<file path="src/rtl/lws_pkg.sv">
package lws_pkg;

    typedef enum logic {
        F_IDLE,
        F_RUN
    } fetch_state_e;

    // marker bit + data bits + guard cycles
    function automatic int frame_len(input int dw, input int guard);
        return 1 + dw + guard;
    endfunction

    // counter width for values 0..n-1, at least one bit
    function automatic int bits_for(input int n);
        return (n <= 2) ? 1 : $clog2(n);
    endfunction

endpackage

</file>
<file path="src/rtl/lws_sync_edge.sv">
module lws_sync_edge (
    input  logic clk,
    input  logic rst,
    input  logic async_in,
    output logic rise
);
    logic s_meta;
    logic s_stable;
    logic s_prev;

    always_ff @(posedge clk) begin
        if (rst) begin
            s_meta   <= 1'b0;
            s_stable <= 1'b0;
            s_prev   <= 1'b0;
        end else begin
            s_meta   <= async_in;
            s_stable <= s_meta;
            s_prev   <= s_stable;
        end
    end

    assign rise = s_stable & ~s_prev;


    single_rise_chk: assert property (@(posedge clk) disable iff (rst)
        rise |=> !rise);

endmodule

</file>
<file path="src/rtl/lws_fetch.sv">
module lws_fetch
    import lws_pkg::*;
#(
    parameter int DW = 32,
    parameter int AW = 8,
    parameter int NW = 4
) (
    input  logic            clk,
    input  logic            rst,
    input  logic            start,
    input  logic [NW*AW-1:0] addrs,
    output logic            rd_en,
    output logic [AW-1:0]   rd_addr,
    input  logic [DW-1:0]   rd_data,
    output logic [NW*DW-1:0] words,
    output logic            busy,
    output logic            done
);
    localparam int SW = bits_for(NW + 1);
    localparam int CW = bits_for(NW);

    fetch_state_e  st;
    logic [SW-1:0] issue_cnt;
    logic          cap_v;
    logic [CW-1:0] cap_idx;

    assign rd_en = (st == F_RUN) && (issue_cnt < SW'(NW));
    assign busy  = (st == F_RUN) || done;

    always_comb begin
        rd_addr = '0;
        for (int k = 0; k < NW; k++) begin
            if (issue_cnt == SW'(k)) rd_addr = addrs[k*AW +: AW];
        end
    end

    always_ff @(posedge clk) begin
        if (rst) begin
            st        <= F_IDLE;
            issue_cnt <= '0;
            cap_v     <= 1'b0;
            cap_idx   <= '0;
            done      <= 1'b0;
            words     <= '0;
        end else begin
            done    <= 1'b0;
            cap_v   <= rd_en;
            cap_idx <= CW'(issue_cnt);
            case (st)
                F_IDLE: begin
                    if (start) begin
                        st        <= F_RUN;
                        issue_cnt <= '0;
                    end
                end
                F_RUN: begin
                    if (rd_en) issue_cnt <= issue_cnt + 1'b1;
                    if (cap_v) begin
                        words[cap_idx*DW +: DW] <= rd_data;
                        if (cap_idx == CW'(NW - 1)) begin
                            st   <= F_IDLE;
                            done <= 1'b1;
                        end
                    end
                end
                default: st <= F_IDLE;
            endcase
        end
    end


    first_read_chk: assert property (@(posedge clk) disable iff (rst)
        (start && !busy) |=> (rd_en && rd_addr == $past(addrs[AW-1:0])));


    done_after_capture_chk: assert property (@(posedge clk) disable iff (rst)
        $rose(done) |-> $past(cap_v));

endmodule

</file>
<file path="src/rtl/lws_shifter.sv">
module lws_shifter
    import lws_pkg::*;
#(
    parameter int DW    = 32,
    parameter int NW    = 4,
    parameter int GUARD = 2
) (
    input  logic            clk,
    input  logic            rst,
    input  logic            load,
    input  logic [NW*DW-1:0] words,
    output logic            busy,
    output logic            ser
);
    localparam int FRAME = frame_len(DW, GUARD);
    localparam int CW    = bits_for(FRAME);
    localparam int IW    = bits_for(NW);

    logic [CW-1:0] cnt;
    logic [IW-1:0] idx;
    logic [DW-1:0] cur;
    logic [DW-1:0] shifted;

    always_comb begin
        cur = '0;
        for (int k = 0; k < NW; k++) begin
            if (idx == IW'(k)) cur = words[k*DW +: DW];
        end
    end

    assign shifted = cur >> (CW'(DW) - cnt);

    always_comb begin
        ser = 1'b0;
        if (busy) begin
            if (cnt == '0)               ser = 1'b1;
            else if (cnt <= CW'(DW))     ser = shifted[0];
        end
    end

    always_ff @(posedge clk) begin
        if (rst) begin
            busy <= 1'b0;
            cnt  <= '0;
            idx  <= '0;
        end else if (load && !busy) begin
            busy <= 1'b1;
            cnt  <= '0;
            idx  <= '0;
        end else if (busy) begin
            if (cnt == CW'(FRAME - 1)) begin
                cnt <= '0;
                if (idx == IW'(NW - 1)) busy <= 1'b0;
                else                    idx  <= idx + 1'b1;
            end else begin
                cnt <= cnt + 1'b1;
            end
        end
    end


    marker_first_chk: assert property (@(posedge clk) disable iff (rst)
        $rose(busy) |-> ser);


    idle_low_chk: assert property (@(posedge clk) disable iff (rst)
        !busy |-> !ser);


    burst_end_chk: assert property (@(posedge clk) disable iff (rst)
        (busy && cnt == CW'(FRAME - 1) && idx == IW'(NW - 1)) |=> !busy);

endmodule

</file>
<file path="src/rtl/live_word_streamer.sv">
module live_word_streamer
    import lws_pkg::*;
#(
    parameter int DW    = 32,
    parameter int AW    = 8,
    parameter int NW    = 4,
    parameter int GUARD = 2
) (
    input  logic            tclk,
    input  logic            rst,
    input  logic            mon_en,
    input  logic            frame_sync,
    input  logic [NW*AW-1:0] word_addrs,
    output logic            mem_rd_en,
    output logic [AW-1:0]   mem_rd_addr,
    input  logic [DW-1:0]   mem_rd_data,
    output logic            mon_out
);
    logic            sync_rise;
    logic            start;
    logic            fetch_busy;
    logic            fetch_done;
    logic            shift_busy;
    logic [NW*DW-1:0] held_words;

    lws_sync_edge u_sync (
        .clk      (tclk),
        .rst      (rst),
        .async_in (frame_sync),
        .rise     (sync_rise)
    );

    assign start = sync_rise && mon_en && !fetch_busy && !shift_busy;

    lws_fetch #(.DW(DW), .AW(AW), .NW(NW)) u_fetch (
        .clk     (tclk),
        .rst     (rst),
        .start   (start),
        .addrs   (word_addrs),
        .rd_en   (mem_rd_en),
        .rd_addr (mem_rd_addr),
        .rd_data (mem_rd_data),
        .words   (held_words),
        .busy    (fetch_busy),
        .done    (fetch_done)
    );

    lws_shifter #(.DW(DW), .NW(NW), .GUARD(GUARD)) u_shift (
        .clk   (tclk),
        .rst   (rst),
        .load  (fetch_done),
        .words (held_words),
        .busy  (shift_busy),
        .ser   (mon_out)
    );


    no_read_while_sending_chk: assert property (@(posedge tclk) disable iff (rst)
        mem_rd_en |-> !shift_busy);


    no_overlap_chk: assert property (@(posedge tclk) disable iff (rst)
        shift_busy |-> !fetch_busy);


    enable_gate_chk: assert property (@(posedge tclk) disable iff (rst)
        $rose(mem_rd_en) |-> $past(mon_en));

endmodule

</file>
<file path="config.mk">
export PLATFORM = sky130hd
export DESIGN_NAME = live_word_streamer
export DESIGN_NICKNAME = d
export VERILOG_FILES = /design/src/rtl/lws_pkg.sv /design/src/rtl/lws_sync_edge.sv /design/src/rtl/lws_fetch.sv /design/src/rtl/lws_shifter.sv /design/src/rtl/live_word_streamer.sv
export SDC_FILE = /design/constraint.sdc
export NUM_CORES = 1
export LEC_CHECK = 0
export CAP_MARGIN = 20
export CELL_PAD_IN_SITES_DETAIL_PLACEMENT = 1
export CELL_PAD_IN_SITES_GLOBAL_PLACEMENT = 2
export CORE_MARGIN = 2
export CORE_UTILIZATION = 38
export CTS_CLUSTER_DIAMETER = 80
export DETAILED_ROUTE_END_ITERATION = 12
export PLACE_DENSITY = 0.84
export SYNTH_ARGS = -nofsm -noshare
export SYNTH_HDL_FRONTEND = slang
export SYNTH_HIERARCHICAL = 1
export SYNTH_SLANG_ARGS = --single-unit
</file>
<file path="constraint.sdc">
create_clock -name tclk -period 5.3 [get_ports tclk]
set_input_delay 1.06 -clock tclk [delete_from_list [all_inputs] [get_ports tclk]]
set_output_delay 1.06 -clock tclk [all_outputs]
set_load 0.03 [all_outputs]
</file>
==> metrics.md <==
| Metric | Value |
|---|---|
| Status | `finished clean` |
| Yosys top cell area share | `44.01%` |
| Type of destination of the critical path | `output port` |
| Static Leak | `2.955 nW` |
| Hold endpoint | `u_fetch/words[88]$_SDFFE_PP0P_` |
| Post-synthesis register bit count | `148` |
| Synth Flop Type | `dfxtp_1` |
| Fin Setup TNS | `0 ns` |
| Share of layout cells above drive strength 1 | `8.538%` |
| DR WL/cell | `23.38 µm` |
| Vias in the first global route | `6196` |
| Met3 Usage GRT | `4.259%` |
| Top delay family on crit path | `compound AO/OA/AOI/OAI gates` |
| CTS tree | `done` |
| Worst Path Buf+Inv | `2` |
| Final setup fails | `0` |
| Hold crit path type | `reg -> reg` |
| Busiest grt layer | `met2` |
| Gp weighted congestion | `0.8274` |
| Crit-path max FO | `18` |
| PD cells | `311.1 nW/µm²` |
| Clock Latency Late Sink | `0.43 ns` |
| Syn avg cell area | `9.362 µm²` |
| Fin nets | `846` |
| DIE WIDTH | `137.1 µm` |
| Die Y | `137.1 µm` |
| Worst slack, placed | `1.070 ns` |
| Mapped Cells | `719` |
| Total I/O pin count | `78` |
| Final Max Tran Viols | `0` |
| Setup Skew | `0.007309 ns` |
| First-pass GRT wire length | `36.01 mm` |
| RSZ-0062 raised after global routing | `false` |
| Hold Path Origin | `u_fetch/words[88]$_SDFFE_PP0P_` |
| Seq/Total Area, Yosys | `44.01%` |
| Met2 usage | `41.10%` |
| # fillers | `1948` |
| Max H-tree Level | `4` |
| Net Count, Synth | `804` |
| Worst-Margin Slew | `1.095 ns` |
| WP data required | `4.24 ns` |
| # port buffers | `77` |
| Hold buffers post-CTS | `0` |
| Depth of the worst register-to-register path | `6` |
| Max_slew headroom | `26.48%` |
| Max cap viols | `0` |
| Critical path class | `reg -> out` |
| Grt ovf | `0` |
| Crit path cell chain | `inv_1 -> ha_1 -> nor2b_4 -> a221oi_1 -> a2111o_1 -> o211ai_1 -> o22ai_1 -> a211oi_1 -> o31a_1 -> buf_4` |
| Post-route ant nets | `0` |
| TritonRoute pass-1 iters | `5` |
| Setup bufs post-CTS | `0` |
| Placed cell count | `966` |
| Syn Std Cell Area | `6731 µm²` |
| Overall power | `2.586 mW` |
| Area contributors post-synth | `dfxtp_1 (44%), a22o_1 (8.3%), a32o_1 (5.4%)` |
| Synth unique cells | `66` |
| Final antenna diode count | `0` |
| R2R setup slack | `2.51 ns` |
| Yosys top cell by area | `dfxtp_1` |
| Worst Hold Path Cells | `2` |
| Via count | `6138` |
| # DRC | `0` |
| Met1 GRT Util | `34.64%` |
| Clock Sink Count | `148` |
| Reg2Reg Capture Point | `u_fetch/words[7]$_SDFFE_PP0P_` |
| Max rail drop VDD | `0.0002467 V` |
| Tmin final | `4.735 ns` |
| Setup crit start kind | `flip-flop` |
| Yosys warnings | `6` |
| Die area | `18800 µm²` |
| Post-DP Area | `7647 µm²` |
| CP arrival | `3.67 ns` |
| Number of synthesized flops with an enable pin | `0` |
| Total GRT Usage | `25.57%` |
| Sequential Area | `2963 µm²` |
| FP Rows | `48` |
| Reg-to-reg startpoint | `u_fetch/cap_idx[0]$_SDFF_PP0_` |
| Area Growth Syn to Fin | `23.49%` |
| Fmax | `211.2 MHz` |
| Area of the core | `17300 µm²` |
| Final cell count without fillers | `998` |
| Clk root buf | `clkbuf_16` |
| Async set-reset flop share out of synthesis | `0%` |
| Largest net degree at the start of global routing | `43` |
| Period utilisation layout | `89.34%` |
| Initial antenna violation count | `0` |
| Clock Path Buffers | `2` |
| Multi-input gate area | `3463 µm²` |
| Final setup margin | `0.5652 ns` |
| CTS buffer count | `17` |
| Starting DRT DRC Count | `524` |
| Worst path max stage delay | `0.60 ns` |
| Final hold vios | `0` |
| Fin area | `8313 µm²` |
| Resize count post-CTS | `0` |
| Vias per cell | `6.150` |
| Initial core utilization | `38.92%` |
| DP HPWL | `14.79 mm` |
| Drt total wl | `23.33 mm` |
| Clk pin slew, worst setup/hold paths | `0.06 ns` |
| CP max-delay cell | `nor2b_4` |
==> power breakdown <==
group	switching, mW	total, mW	internal, mW
sequential	0.00268	1.12	1.11
combinational	0.0726	0.140	0.0675
clock	0.497	1.33	0.833
total	0.572	2.59	2.01
==> cells by family after synthesis <==
kind of cell,Yosys count,share of synthesized area [%]
muxes,5,0.9294
adders and majority gates,17,3.160
AOI/OAI and AO/OA,266,30.74
xor gates and xnor gates,11,1.431
DFF,148,44.01
and+or+nand+nor,184,14.07
buffers and inverters,88,5.650
==> layer usage <==
layer | wire length, µm | part of all wire [%]
met1 | 10620 | 45
met4 | 462 | 2.0
met5 | 0 | 0
met3 | 1301 | 5.6
met2 | 10950 | 47
==> placed cells by master (no fill, tap or decap), types with 4 or more instances in the layout <==
cell / n
mux2i_1: 4
a32o_1: 36
a21o_1: 9
xor2_1: 6
nor2b_1: 9
nand2b_1: 4
buf_4: 15
ha_1: 17
bufinv_16: 5
clkdlybuf4s50_1: 75
o22ai_1: 5
clkbuf_16: 17
a221oi_1: 30
nand2_1: 68
o21ai_0: 26
nand3_1: 33
dfxtp_1: 148
a22o_1: 64
nor3_1: 5
xnor2_1: 5
nor2_1: 27
nand3b_1: 5
o221ai_1: 12
and3b_1: 8
inv_1: 18
o211ai_1: 4
o31ai_1: 5
a21oi_1: 47
o311a_1: 4
==> final cells by class <==
type / count / share of cell area [%]
Multi-Input combinational cell: 483 / 41.66
Tap cell: 225 / 3.387
Timing Repair Buffer: 92 / 10.78
Clock inverter: 13 / 2.514
Inverter: 19 / 0.8579
Sequential cell: 148 / 35.64
Clock buffer: 18 / 5.163
==> registers in the layout (all words and copies together), names as in the netlist, 2 cells and up <==
signal and count:
u_shift/idx 2, u_shift/cnt 6, u_fetch/cap_idx 2, u_fetch/issue_cnt 3, u_fetch/words 128
==> cell usage after synthesis, drive strengths merged, types with 2 or more instances <==
library cell    n
or2             2
xnor2           5
a32o           36
buf            39
and3b           8
o21ai          26
o21a            3
o311a           4
a211oi          3
mux2i           4
and2            2
nor3            7
o211ai          4
a221oi         30
nor3b           3
o221ai         13
nand2          68
a21o            9
a21oi          47
nand2b          4
a22o           64
a31oi           2
nor2b          11
nand3          35
dfxtp         148
o31ai           5
nand4           3
ha             17
nor2           27
nand3b          5
inv            18
o22ai           5
clkbuf         30
nor4            3
xor2            6
==> through the flow <==
stage	util, %	hold slack (ns)
after CTS	47.90	0.4585
final	48.06	0.4579
after floorplan	-	0.4138
after global routing	48.06	0.4804
after detailed placement	44.21	0.4491
after global placement	44.21	0.4367
==> how the worst max path moves through the flow <==
stage                                     start      end  slack (ns)  depth (start not counted)
CTS                 u_shift/idx[0]$_SDFFE_PP0P_  mon_out        0.58                         10
detailed placement  u_shift/idx[0]$_SDFFE_PP0P_  mon_out        1.07                         10
global placement    u_shift/idx[0]$_SDFFE_PP0P_  mon_out        1.13                         10
floorplan           u_shift/idx[0]$_SDFFE_PP0P_  mon_out        1.85                         10
finish              u_shift/idx[0]$_SDFFE_PP0P_  mon_out        0.57                         10
global route        u_shift/idx[0]$_SDFFE_PP0P_  mon_out        0.41                         10
==> worst register-to-register path, stage by stage (launching register included) <==
cell and delay [ns]:
dfxtp_1 0.41, inv_1 0.15, ha_1 0.29, nand3_2 0.74, nor4_4 0.45, buf_4 0.46, a32o_1 0.22
Power figures use the tool's default switching activity.
